### config.mk
export PLATFORM = sky130hd
export DESIGN_NAME = crit_stat_enc
export DESIGN_NICKNAME = d
export VERILOG_FILES = /design/src/rtl/cse_pkg.sv /design/src/rtl/cse_pin_src.sv /design/src/rtl/cse_wake_src.sv /design/src/rtl/cse_prio_enc.sv /design/src/rtl/cse_stat_reg.sv /design/src/rtl/crit_stat_enc.sv
export SDC_FILE = /design/constraint.sdc
export NUM_CORES = 1
export LEC_CHECK = 0
export BUFFER_PORTS_ARGS = -buffer_cell sky130_fd_sc_hd__buf_2
export CAP_MARGIN = 20
export CORE_ASPECT_RATIO = 1.4
export CORE_MARGIN = 3
export CORE_UTILIZATION = 31
export CTS_CLUSTER_DIAMETER = 200
export DETAILED_ROUTE_END_ITERATION = 10
export HOLD_SLACK_MARGIN = 0.06
export PLACE_DENSITY_LB_ADDON = 0.08
export SKIP_LAST_GASP = 1
export SYNTH_ARGS = -nofsm -noshare
export SYNTH_HDL_FRONTEND = slang
export SYNTH_SLANG_ARGS = --single-unit
### constraint.sdc
create_clock -name clk -period 1.9 [get_ports clk]
set_clock_uncertainty 0.15 [all_clocks]
set_input_delay 0.19 -clock clk [delete_from_list [all_inputs] [get_ports clk]]
set_output_delay 0.19 -clock clk [all_outputs]
set_load 0.02 [all_outputs]
### src/rtl/cse_pkg.sv
// Shared types for the critical interrupt status encoder.
// Assumes four sources whose codes equal their request-vector index.
package cse_pkg;
    localparam int N_SRC  = 4;
    localparam int CODE_W = $clog2(N_SRC);

    typedef enum logic [CODE_W-1:0] {
        SRC_PIN  = 2'd0,
        SRC_TMR  = 2'd1,
        SRC_PHI  = 2'd2,
        SRC_WAKE = 2'd3
    } src_code_e;
endpackage

### src/rtl/cse_pin_src.sv
// External pin source: level pass-through or rising-edge latch.
// Assumes pin_i is already synchronous to clk. In level mode the latch is held clear.
module cse_pin_src (
    input  logic clk,
    input  logic rst_n,
    input  logic pin_i,
    input  logic edge_mode_i,
    input  logic clr_i,
    input  logic en_i,
    output logic req_o
);
    logic pin_prev_q;
    logic lat_q;
    logic rise;

    assign rise = edge_mode_i & pin_i & ~pin_prev_q;

    // Keep last pin value for edge detection.
    always_ff @(posedge clk) begin
        if (!rst_n) pin_prev_q <= 1'b0;
        else        pin_prev_q <= pin_i;
    end

    // Edge latch: a new edge wins over a clear; level mode keeps it empty.
    always_ff @(posedge clk) begin
        if (!rst_n)            lat_q <= 1'b0;
        else if (!edge_mode_i) lat_q <= 1'b0;
        else if (rise)         lat_q <= 1'b1;
        else if (clr_i)        lat_q <= 1'b0;
    end

    // Present the request in the selected mode, gated by the enable.
    always_comb begin
        req_o = en_i & (edge_mode_i ? lat_q : pin_i);
    end


    pin_latch_set_chk: assert property (@(posedge clk) disable iff (!rst_n)
        (edge_mode_i && pin_i && !pin_prev_q) |=> lat_q);

    pin_latch_clear_chk: assert property (@(posedge clk) disable iff (!rst_n)
        (clr_i && !(pin_i && !pin_prev_q)) |=> !lat_q);
endmodule

### src/rtl/cse_wake_src.sv
// Wakeup source: a rising request sets a pending bit that holds power-down
// until acknowledged. Assumes ack_i is a one-cycle pulse from the status register.
module cse_wake_src (
    input  logic clk,
    input  logic rst_n,
    input  logic wake_i,
    input  logic ack_i,
    input  logic en_i,
    output logic req_o,
    output logic hold_o
);
    logic wake_prev_q;
    logic pend_q;

    // Keep last request value for edge detection.
    always_ff @(posedge clk) begin
        if (!rst_n) wake_prev_q <= 1'b0;
        else        wake_prev_q <= wake_i;
    end

    // Pending bit: set on a rising request, cleared only by acknowledge.
    always_ff @(posedge clk) begin
        if (!rst_n)                      pend_q <= 1'b0;
        else if (wake_i && !wake_prev_q) pend_q <= 1'b1;
        else if (ack_i)                  pend_q <= 1'b0;
    end

    // Drive the request (enabled) and the hold (unconditional).
    always_comb begin
        req_o  = en_i & pend_q;
        hold_o = pend_q;
    end


    wake_hold_chk: assert property (@(posedge clk) disable iff (!rst_n)
        (pend_q && !ack_i) |=> pend_q);
endmodule

### src/rtl/cse_prio_enc.sv
// Fixed-priority encoder: the lowest set index wins.
// Assumes N <= 2**W. The clock is used only by the checker.
module cse_prio_enc #(
    parameter int N = 4,
    parameter int W = 2
) (
    input  logic         clk,
    input  logic         rst_n,
    input  logic [N-1:0] req_i,
    output logic         any_o,
    output logic [W-1:0] code_o,
    output logic [N-1:0] grant_o
);
    // Scan from the top so the lowest active index is applied last.
    always_comb begin
        grant_o = '0;
        code_o  = '0;
        for (int i = N - 1; i >= 0; i--) begin
            if (req_i[i]) begin
                grant_o    = '0;
                grant_o[i] = 1'b1;
                code_o     = W'(i);
            end
        end
        any_o = |req_i;
    end


    grant_onehot_chk: assert property (@(posedge clk) disable iff (!rst_n)
        $onehot0(grant_o) && (any_o == (grant_o != '0)));
endmodule

### src/rtl/cse_stat_reg.sv
// Status register with flag and code, flag-write decode, wakeup acknowledge
// and read mux. Assumes a single-cycle bus on which reads have no side effect.
module cse_stat_reg #(
    parameter int DATA_W     = 32,
    parameter int ADDR_W     = 4,
    parameter int STAT_ADDR  = 0,
    parameter int FLAG_BIT   = 10,
    parameter int SHADOW_BIT = 0,
    parameter int CODE_W     = 2
) (
    input  logic              clk,
    input  logic              rst_n,
    input  logic              any_i,
    input  logic [CODE_W-1:0] code_i,
    input  logic              route_i,
    input  logic [ADDR_W-1:0] addr_i,
    input  logic              we_i,
    input  logic [DATA_W-1:0] wdata_i,
    output logic              reeval_o,
    output logic              ack_o,
    output logic [DATA_W-1:0] rdata_o
);
    localparam int CODE_LSB = FLAG_BIT - CODE_W;

    logic              flag_q;
    logic [CODE_W-1:0] code_q;
    logic              sel;

    assign sel = (addr_i == ADDR_W'(STAT_ADDR));

    // Decode the flag write and the wakeup acknowledge it may carry.
    always_comb begin
        reeval_o = sel & we_i & wdata_i[FLAG_BIT];
        ack_o    = reeval_o & flag_q & (&code_q);
    end

    // Field: cleared by a flag write, tracks the encoder while idle, frozen while flagged.
    always_ff @(posedge clk) begin
        if (!rst_n) begin
            flag_q <= 1'b0;
            code_q <= '0;
        end else if (reeval_o) begin
            flag_q <= 1'b0;
            code_q <= '0;
        end else if (!flag_q) begin
            flag_q <= any_i;
            code_q <= code_i;
        end
    end

    // Read mux: field and routing copy at the status address, zero elsewhere.
    always_comb begin
        rdata_o = '0;
        if (sel) begin
            rdata_o[FLAG_BIT]                = flag_q;
            rdata_o[CODE_LSB +: CODE_W]      = code_q;
            rdata_o[SHADOW_BIT]              = route_i;
        end
    end


    stat_frozen_chk: assert property (@(posedge clk) disable iff (!rst_n)
        (flag_q && !reeval_o) |=> (flag_q && $stable(code_q)));

    reeval_clear_chk: assert property (@(posedge clk) disable iff (!rst_n)
        reeval_o |=> (!flag_q && code_q == '0));
endmodule

### src/rtl/crit_stat_enc.sv
// Critical interrupt status encoder top: four sources, priority encoding,
// status register and output steering. Assumes all inputs are synchronous to clk.
module crit_stat_enc #(
    parameter int DATA_W     = 32,
    parameter int ADDR_W     = 4,
    parameter int STAT_ADDR  = 0,
    parameter int FLAG_BIT   = 10,
    parameter int SHADOW_BIT = 0
) (
    input  logic                     clk,
    input  logic                     rst_n,
    input  logic                     pin_irq_i,
    input  logic                     pin_edge_i,
    input  logic                     pin_clr_i,
    input  logic                     tmr_tick_i,
    input  logic                     phi_sum_i,
    input  logic                     wake_req_i,
    input  logic [cse_pkg::N_SRC-1:0] src_en_i,
    input  logic                     route_norm_i,
    input  logic [ADDR_W-1:0]        reg_addr_i,
    input  logic                     reg_we_i,
    input  logic [DATA_W-1:0]        reg_wdata_i,
    output logic [DATA_W-1:0]        reg_rdata_o,
    output logic                     crit_irq_o,
    output logic                     norm_irq_o,
    output logic                     pwr_hold_o
);
    import cse_pkg::*;

    logic [N_SRC-1:0]  req;
    logic [N_SRC-1:0]  grant;
    logic [CODE_W-1:0] enc_code;
    logic              enc_any;
    logic              reeval;
    logic              wake_ack;

    cse_pin_src u_pin (
        .clk(clk), .rst_n(rst_n), .pin_i(pin_irq_i), .edge_mode_i(pin_edge_i),
        .clr_i(reeval | pin_clr_i), .en_i(src_en_i[SRC_PIN]), .req_o(req[SRC_PIN])
    );

    // Level sources pass through, gated by their enables.
    always_comb begin
        req[SRC_TMR] = src_en_i[SRC_TMR] & tmr_tick_i;
        req[SRC_PHI] = src_en_i[SRC_PHI] & phi_sum_i;
    end

    cse_wake_src u_wake (
        .clk(clk), .rst_n(rst_n), .wake_i(wake_req_i), .ack_i(wake_ack),
        .en_i(src_en_i[SRC_WAKE]), .req_o(req[SRC_WAKE]), .hold_o(pwr_hold_o)
    );

    cse_prio_enc #(.N(N_SRC), .W(CODE_W)) u_enc (
        .clk(clk), .rst_n(rst_n), .req_i(req),
        .any_o(enc_any), .code_o(enc_code), .grant_o(grant)
    );

    cse_stat_reg #(
        .DATA_W(DATA_W), .ADDR_W(ADDR_W), .STAT_ADDR(STAT_ADDR),
        .FLAG_BIT(FLAG_BIT), .SHADOW_BIT(SHADOW_BIT), .CODE_W(CODE_W)
    ) u_stat (
        .clk(clk), .rst_n(rst_n), .any_i(enc_any), .code_i(enc_code),
        .route_i(route_norm_i), .addr_i(reg_addr_i), .we_i(reg_we_i),
        .wdata_i(reg_wdata_i), .reeval_o(reeval), .ack_o(wake_ack),
        .rdata_o(reg_rdata_o)
    );

    // Steer the combined request to exactly one output.
    always_comb begin
        crit_irq_o = enc_any & ~route_norm_i;
        norm_irq_o = enc_any & route_norm_i;
    end


    steer_excl_chk: assert property (@(posedge clk) disable iff (!rst_n)
        !(crit_irq_o && norm_irq_o) && ((crit_irq_o || norm_irq_o) == (grant != '0)));
endmodule

==> reports/metrics.csv <==
metric,value,unit
rsz0062_at_grt,false,
finalNetCount,158,
yosysUniqueCellTypes,23,
cp-end-kind,output pin,
ys_seq_area_frac,0.243,
cap_viol_max_count,0,
synth_edf_count,0,
drt_iter0_drc,12,
clockRootBuffer,clkbuf_4,
clk_latency,0.25,ns
num_vias,525,
hold_path.class,primary input to flop,
leakage,0.378,nW
via_per_inst,4.17,
antenna_found_initial,0,
hpwl,968,um
postCtsResizedCells,0,
overflow,0,
hold_viol,0,
drtAntennaViolNets,0,
worstPathArrival,1.38,ns
fp.dieH,57.0,um
fmaxAchievable,0.581,GHz
busiest_layer,met2,
critical_path_class,flop to output pin,
vdd.ir_drop.worst,0.400,mV
syn_inst,73,
gp_congestion,0.683,
die_w,42.5,um
drt-total-wl,1.16,mm
core-area,1660,sq um
num_antenna_cells,0,
initial_utilization,0.348,
syn_area,577,sq um
yosysWarnings,0,
die_area,2420,sq um
track_usage,0.0940,
fin_util,0.424,
status,"complete, no violations",
cts_tree,built,
drive_above_1_share,0.271,
area_growth,21.9,%
grtUsageMet2,0.155,
final.period_utilization,0.905,
ioPinCount,85,
synth_area_per_cell,7.90,sq um
cts_max_level,1,
drc_errors,0,
fin_crit,1.72,ns
cts.path.max_buffers,2,
use_met3,0.0126,
avgRoutedWirePerCell,9.21,um
use_met1,0.104,
fin_tns_setup,0,ns
fin_cells,126,
n_fill_cell,183,
rows,17,
cp_max_fo,4,
setup_viol,0,
synthFlopType,dfxtp_1,
numClockSinks,7,
worst_ep_required_time,1.56,ns
grt_max_degree,8,
ys_ff_latch,7,
grt_pass1_wl,1.77,mm
cp-start-kind,flop,
cts_buffers,3,
async_reset_ff_frac,0,
path_clk_slew,0.05,ns
port-buffer-count,25,
power_density,611,nW/um^2
placed_cells,116,
timing.final.max_slew_violations,0,
first_pass_iters,4,
grt_pass1_vias,447,
==> path summary, 6_finish.rpt <==
path | start | cells past startpoint | slack, ns | endpoint
hold / removal | pin_irq_i | 3 | 0.07 | u_pin.lat_q
hold reg to reg | u_wake.wake_prev_q | 1 | 0.25 | u_wake.hold_o
setup / recovery | u_wake.hold_o | 4 | 0.18 | norm_irq_o
setup reg to reg | u_wake.hold_o | 3 | 0.66 | u_stat.flag_q
==> layout make-up <==
| class | count | area [sq um] | share of cell area |
|---|---|---|---|
| clock buffers | 4 | 26.3 | 0.0374 |
| inverters | 3 | 11.3 | 0.0160 |
| well taps | 19 | 23.8 | 0.0338 |
| repair buffers | 31 | 185 | 0.263 |
| multi-input cells | 62 | 317 | 0.450 |
| flip-flops and latches | 7 | 140 | 0.199 |
==> cell usage after synthesis, types with 2 or more instances <==
library cell / n / area share
nor2b_1: 2 / 0.022
and2_1: 7 / 0.076
buf_4: 28 / 0.36
a21oi_1: 3 / 0.026
nand2_1: 5 / 0.033
o21ai_1: 3 / 0.026
dfxtp_1: 7 / 0.24
inv_1: 3 / 0.020
==> cells by family (layout without fill, tap and decap cells) <==
logic type | Yosys count | count (layout) | synth area share
buffers and inverters | 31 | 38 | 0.384
and+or+nand+nor | 20 | 20 | 0.195
AOI/OAI and AO/OA | 13 | 13 | 0.154
DFF | 7 | 7 | 0.243
other | 1 | 28 | 0.00650
muxes | 1 | 1 | 0.0174
==> state kept, by name, indices dropped and copies added (netlist names) <==
signal / flops
u_stat.code_q: 2
u_pin.lat_q: 1
u_pin.pin_prev_q: 1
u_stat.flag_q: 1
u_wake.hold_o: 1
u_wake.wake_prev_q: 1
==> per-layer routing <==
layer  wire length (um)  up-vias  share of wire
met1                425      231           0.37
met3                107        3          0.092
met2                598       33           0.52
li1                   -      258              -
met4                 29        0          0.025
met5                  0        -              0
==> critical path, cell delays in order (launching register included) <==
cell and delay (ns):
dfxtp_1 0.33, a222oi_1 0.26, o21ai_0 0.20, and2_1 0.19, buf_2 0.15
==> cell usage in the layout, fill, tap and decap left out, drive strengths merged <==
master / netlist / final
nor4: 1 / 1
o21ai: 4 / 4
nor3: 1 / 1
nand3: 1 / 1
conb: 1 / 28
a21boi: 1 / 1
inv: 3 / 3
o221ai: 1 / 1
nand2: 5 / 5
a222oi: 1 / 1
o21ba: 1 / 1
or4: 1 / 1
dfxtp: 7 / 7
o311ai: 1 / 1
a21oi: 3 / 3
a2111oi: 1 / 1
clkbuf: 0 / 4
nor2: 1 / 1
nand2b: 1 / 1
and2: 7 / 7
mux2i: 1 / 1
buf: 28 / 25
nor2b: 2 / 2
dlygate4sd3: 0 / 6
==> report_power, final <==
part           switching, mW  internal (mW)  total, mW
Combinational         0.0876         0.0432      0.131
Clock                 0.0530         0.0800      0.133
Sequential           0.00788          0.158      0.166
Total                  0.148          0.281      0.430
==> metrics by stage <==
stage               worst slack, ns  hold slack [ns]  area (sq um)  total power, mW
global route                 0.0504           0.0819           703            0.460
finish                        0.180           0.0684           703            0.430
global placement              0.371            0.246           617            0.289
floorplan                     0.532            0.152           678            0.297
CTS                           0.156           0.0622           703            0.436
detailed placement            0.381            0.249           617            0.289
==> repair_timing <==
item,in CTS,in global routing
setup buffers,0,0
hold endpoints to repair,4,0
hold buffers,6,0
endpoints found under the setup margin,0,0
Note: power is estimated with default switching activity, not from simulation.
